==> src/rtl/sn_pkg.sv <==
package sn_pkg;

  localparam logic [7:0] CMD_LOAD = 8'h5A;

  typedef enum logic [2:0] {
    LD_IDLE,
    LD_COUNT,
    LD_FIRST,
    LD_SECOND,
    LD_GO
  } ld_state_e;

endpackage

==> src/rtl/sn_cfg_store.sv <==
module sn_cfg_store
  import sn_pkg::*;
#(
  parameter int N_CH    = 8,
  parameter int MAX_CMP = 32,
  parameter int IDX_W   = 3,
  parameter int CNT_W   = 6
) (
  input  logic                       clk,
  input  logic                       rst_n,
  input  logic                       rx_valid,
  input  logic [7:0]                 rx_data,
  input  logic                       busy,
  output logic                       go,
  output logic [MAX_CMP*IDX_W-1:0]   lo_idx,
  output logic [MAX_CMP*IDX_W-1:0]   hi_idx,
  output logic [MAX_CMP-1:0]         ent_en
);

  ld_state_e          state_q, state_d;
  logic [CNT_W-1:0]   cnt_q, cnt_d;
  logic [CNT_W-1:0]   ptr_q, ptr_d;
  logic [IDX_W-1:0]   first_q, first_d;
  logic               wr_en;

  always_comb begin
    state_d = state_q;
    cnt_d   = cnt_q;
    ptr_d   = ptr_q;
    first_d = first_q;
    wr_en   = 1'b0;
    unique case (state_q)
      LD_IDLE: begin
        if (rx_valid && !busy && (rx_data == CMD_LOAD)) state_d = LD_COUNT;
      end
      LD_COUNT: begin
        if (rx_valid) begin
          cnt_d   = (rx_data > 8'(MAX_CMP)) ? CNT_W'(MAX_CMP) : CNT_W'(rx_data);
          ptr_d   = '0;
          state_d = (rx_data == 8'd0) ? LD_GO : LD_FIRST;
        end
      end
      LD_FIRST: begin
        if (rx_valid) begin
          first_d = rx_data[IDX_W-1:0];
          state_d = LD_SECOND;
        end
      end
      LD_SECOND: begin
        if (rx_valid) begin
          wr_en   = 1'b1;
          ptr_d   = ptr_q + CNT_W'(1);
          state_d = ((ptr_q + CNT_W'(1)) == cnt_q) ? LD_GO : LD_FIRST;
        end
      end
      LD_GO:   state_d = LD_IDLE;
      default: state_d = LD_IDLE;
    endcase
  end

  always_ff @(posedge clk or negedge rst_n) begin
    if (!rst_n) begin
      state_q <= LD_IDLE;
      cnt_q   <= '0;
      ptr_q   <= '0;
      first_q <= '0;
    end else begin
      state_q <= state_d;
      cnt_q   <= cnt_d;
      ptr_q   <= ptr_d;
      first_q <= first_d;
    end
  end

  assign go = (state_q == LD_GO);

  for (genvar k = 0; k < MAX_CMP; k++) begin : g_ent
    logic [IDX_W-1:0] a_q, b_q;
    logic             wr_k;
    logic             in_range;

    assign wr_k = wr_en && (ptr_q == CNT_W'(k));

    always_ff @(posedge clk or negedge rst_n) begin
      if (!rst_n) begin
        a_q <= '0;
        b_q <= '0;
      end else if (wr_k) begin
        a_q <= first_q;
        b_q <= rx_data[IDX_W-1:0];
      end
    end

    if (N_CH == (1 << IDX_W)) begin : g_full
      assign in_range = 1'b1;
    end else begin : g_part
      assign in_range = (32'(a_q) < N_CH) && (32'(b_q) < N_CH);
    end

    assign lo_idx[k*IDX_W +: IDX_W] = (a_q < b_q) ? a_q : b_q;
    assign hi_idx[k*IDX_W +: IDX_W] = (a_q < b_q) ? b_q : a_q;
    assign ent_en[k] = (CNT_W'(k) < cnt_q) && (a_q != b_q) && in_range;
  end

  // no scan is launched while one is running
  assert_no_go_busy_R8: assert property (@(posedge clk) disable iff (!rst_n)
    busy |-> !go);

  // a scan launch always follows an accepted byte
  assert_go_after_byte_R2: assert property (@(posedge clk) disable iff (!rst_n)
    go |-> $past(rx_valid));

endmodule

==> config.mk <==
export PLATFORM = sky130hd
export DESIGN_NAME = sn_cfg_store
export DESIGN_NICKNAME = d
export VERILOG_FILES = /design/src/rtl/sn_pkg.sv /design/src/rtl/sn_cfg_store.sv
export SDC_FILE = /design/constraint.sdc
export NUM_CORES = 1
export LEC_CHECK = 0
export BUFFER_PORTS_ARGS = -buffer_cell sky130_fd_sc_hd__buf_4
export CAP_MARGIN = 0
export CORE_MARGIN = 5
export CORE_UTILIZATION = 39
export CTS_CLUSTER_SIZE = 25
export DETAILED_ROUTE_END_ITERATION = 7
export GPL_ROUTABILITY_DRIVEN = 1
export SETUP_SLACK_MARGIN = 0.5
export SLEW_MARGIN = 20
export SYNTH_ARGS = -nofsm -noshare
export SYNTH_HDL_FRONTEND = slang
export SYNTH_SLANG_ARGS = --single-unit
==> constraint.sdc <==
create_clock -name clk -period 2.5 [get_ports clk]
set_clock_uncertainty 0.2 [all_clocks]
set_input_delay 0.125 -clock clk [delete_from_list [all_inputs] [get_ports clk]]
set_output_delay 0.125 -clock clk [all_outputs]
set_load 0.05 [all_outputs]
==> results.cfg <==
[sta]
whs_ps = 43.1
clock.fmax_mhz = 398
drv_slew = 0
relSlewSlack = 0.353
rsz0062_at_grt = true
setup-violations-final = 3
period_share = 1.01
worst_pin_slew_ps = 968
final-hold-violation-count = 0
period_minus_slack_ps = 2510
timing.final.ws_setup_ps = -14.9

[pwr]
power_leakage_nw = 10.6
ir_worst_vdd_uv = 1430
seq_power_share = 0.209
power_density_nw_per_um2 = 1130
p_int_mw = 13.5
pwr-share-comb = 0.644
p_sw_frac = 0.457
p_sw_mw = 11.3
clkPwrFrac = 0.147

[logic_synthesis]
synth_top_area_frac = 0.390
syn_inst = 1257
synth.largest_area_cell = dfrtp_1
synth_top_cells_by_count = 318 x mux2_2, 215 x inv_1, 210 x dfrtp_1, 164 x ha_1, 84 x nor2_1
ys_ff_latch = 210
synth_most_common_cell = mux2_2
synth_area_um2 = 13500
syn_nets = 1433
yosys_warnings = 0
synth_cell_types = 42
async_flop_share = 1.00
synth_area_per_cell_um2 = 10.7
synth_area_leaders = dfrtp_1 39%, mux2_2 27%, ha_1 15%
ys.flop_type = dfrtp_1
synth_edf_count = 0
seq_area_frac_synth = 0.390

[setup_path]
max_stage_delay_ps = 400
worst_r2r_endpoint = state_q[2]
endpoint_kind = primary output
cpMaxStageDelayCell = dfrtp_1
critPathKind = register to primary output
arrival_ps = 2190
r2r_cells = 9
critPathLaunchType = register
r2r_slack_ps = 360
crit_required_ps = 2170
worst-path-max-fanout = 3
path_cells = inv_2 -> ha_4 -> a21oi_2 -> nor2_1 -> nor2_2 -> buf_6 -> mux2_4 -> buf_6
crit_top_cell = buf_6
reg2reg_from = cnt_q[3]

[layout]
fillers = 2591
fin_cells = 2200
register_area_um2 = 5280
diodes = 0
drive_gt1_frac = 0.660
syn_to_final_growth_pct = 63.0
nets = 1903
multi_input_area_um2 = 9550
design_area_um2 = 22000

[outcome]
status = finished, violations left
violations = negative setup slack

[min_path]
hold_path_class = input port to register
min_path_cells = 4
hold_start = rx_data[0]
min_to = cnt_q[0]

[global_route]
gr-total-overflow = 0
track_usage = 0.212
grt_pass1_wl_um = 64900
antenna_found_initial = 0
grt_max_degree = 64
grt_pass1_vias = 11500

[die]
top_level_ports = 237
die_w_um = 196
start_util = 0.392
core_area_um2 = 34400
rows = 68
chipHeight_um = 196
fp.dieArea_um2 = 38400

[clocking]
cts_sinks = 210
htreeDepth = 1
tritoncts = done
clockBufferDepth = 3
cts_buffers = 24
clk_latency_ps = 520
clk_pin_slew_ps = 60
root_buffer = clkbuf_16

[placement]
hpwl_um = 26800
place_congestion = 0.824
portBuffers = 236
placed_area_um2 = 16100
dp.cells = 1939

[route]
first_pass_iters = 5
wirelength_um = 43800
dr_total_vias = 11100
drtAntennaViolNets = 0
vias_per_cell = 5.04
drc = 0
avgRoutedWirePerCell_um = 19.9
drt_iter0_drc = 407

[run]
maxCapViolCount = 0
==> critical path, delay by kind of cell (launching register included) <==
family                   cells  cell delay [ps]
buffers and inverters        3              370
AND/OR/NAND/NOR              2              250
adder cells (fa/ha/maj)      1              200
flip-flops                   1              400
AO/OA/AOI/OAI                1              120
multiplexers                 1              300
==> per-stage QoR <==
step	utilization	setup TNS (ps)	total power [mW]	setup WS, ps
final	0.639	-29.5	24.8	-14.9
after floorplan	-	0	12.6	111
after global routing	0.639	-730	25.9	-76.4
after detailed placement	0.469	0	15.9	61.1
after CTS	0.586	0	23.0	2.62
after global placement	0.469	0	15.7	102
==> final cells by class <==
cell class / count / area share
Sequential cell: 210 / 0.240
Tap cell: 455 / 0.0259
Timing Repair Buffer: 484 / 0.225
Multi-Input combinational cell: 792 / 0.435
Clock buffer: 33 / 0.0321
Clock inverter: 11 / 0.00507
Inverter: 215 / 0.0367
==> worst max path at each step <==
stage | from | to | slack, ps | cells past startpoint
after detailed placement | state_q[0] | g_ent[18].b_q[0] | 60 | 5
after global routing | g_ent[5].b_q[1] | hi_idx[16] | -80 | 8
after global placement | state_q[0] | g_ent[10].a_q[1] | 100 | 5
after CTS | g_ent[2].b_q[1] | hi_idx[7] | 3 | 7
after floorplan | cnt_q[3] | ent_en[28] | 110 | 3
final | g_ent[5].b_q[1] | hi_idx[16] | -10 | 8
==> layer usage <==
metal,part of all wire,track usage
met1,0.42,0.271
met5,0,0
met4,0.021,0.0447
met3,0.045,0.0359
met2,0.51,0.377
==> layout by cell type (no fill, tap or decap), types with 14 or more instances in the layout <==
cell type and instances:
nand2_1 38, buf_4 272, clkbuf_16 25, nor2_1 14
buf_8 116, mux2_4 131, mux2_2 193, ha_4 46
inv_2 48, a21oi_2 25, nor2_2 34, dfrtp_1 190
inv_1 167, buf_6 72, ha_1 111, nand2_2 19
nor2_4 37, dfrtp_2 20
==> power groups by stage <==
stage	combinational, mW	clock [mW]	sequential (mW)
2_1_floorplan	8.04	0	4.53
3_3_place_gp	10.5	0	5.19
3_5_place_dp	10.6	0	5.24
4_1_cts	14.1	3.69	5.14
5_1_grt	16.8	3.86	5.26
6_report	16.0	3.64	5.17
==> timing repair <==
| action | in CTS | in global routing |
|---|---|---|
| endpoints found under the setup margin | 342 | 357 |
| resized for setup | 514 | 296 |
| endpoints found under the hold margin | 240 | 0 |
| pin swaps | 93 | 88 |
| setup buffers | 130 | 74 |
| cloned | 0 | 0 |
| hold buffers | 13 | 0 |
==> state kept, by name, summed over array words and instances (netlist names) <==
| signal | cells |
|---|---|
| g_ent.a_q | 96 |
| cnt_q | 6 |
| first_q | 3 |
| state_q | 3 |
| ptr_q | 6 |
| g_ent.b_q | 96 |
==> kinds of logic after synthesis <==
group / Yosys count / synth area share
AO/OA/AOI/OAI: 95 / 0.0421
XOR/XNOR: 8 / 0.00520
adder cells (fa/ha/maj): 164 / 0.152
buffers and inverters: 255 / 0.0721
flip-flops: 210 / 0.390
multiplexers: 324 / 0.272
AND/OR/NAND/NOR: 201 / 0.0661
Note: power is estimated with default switching activity, not from simulation.
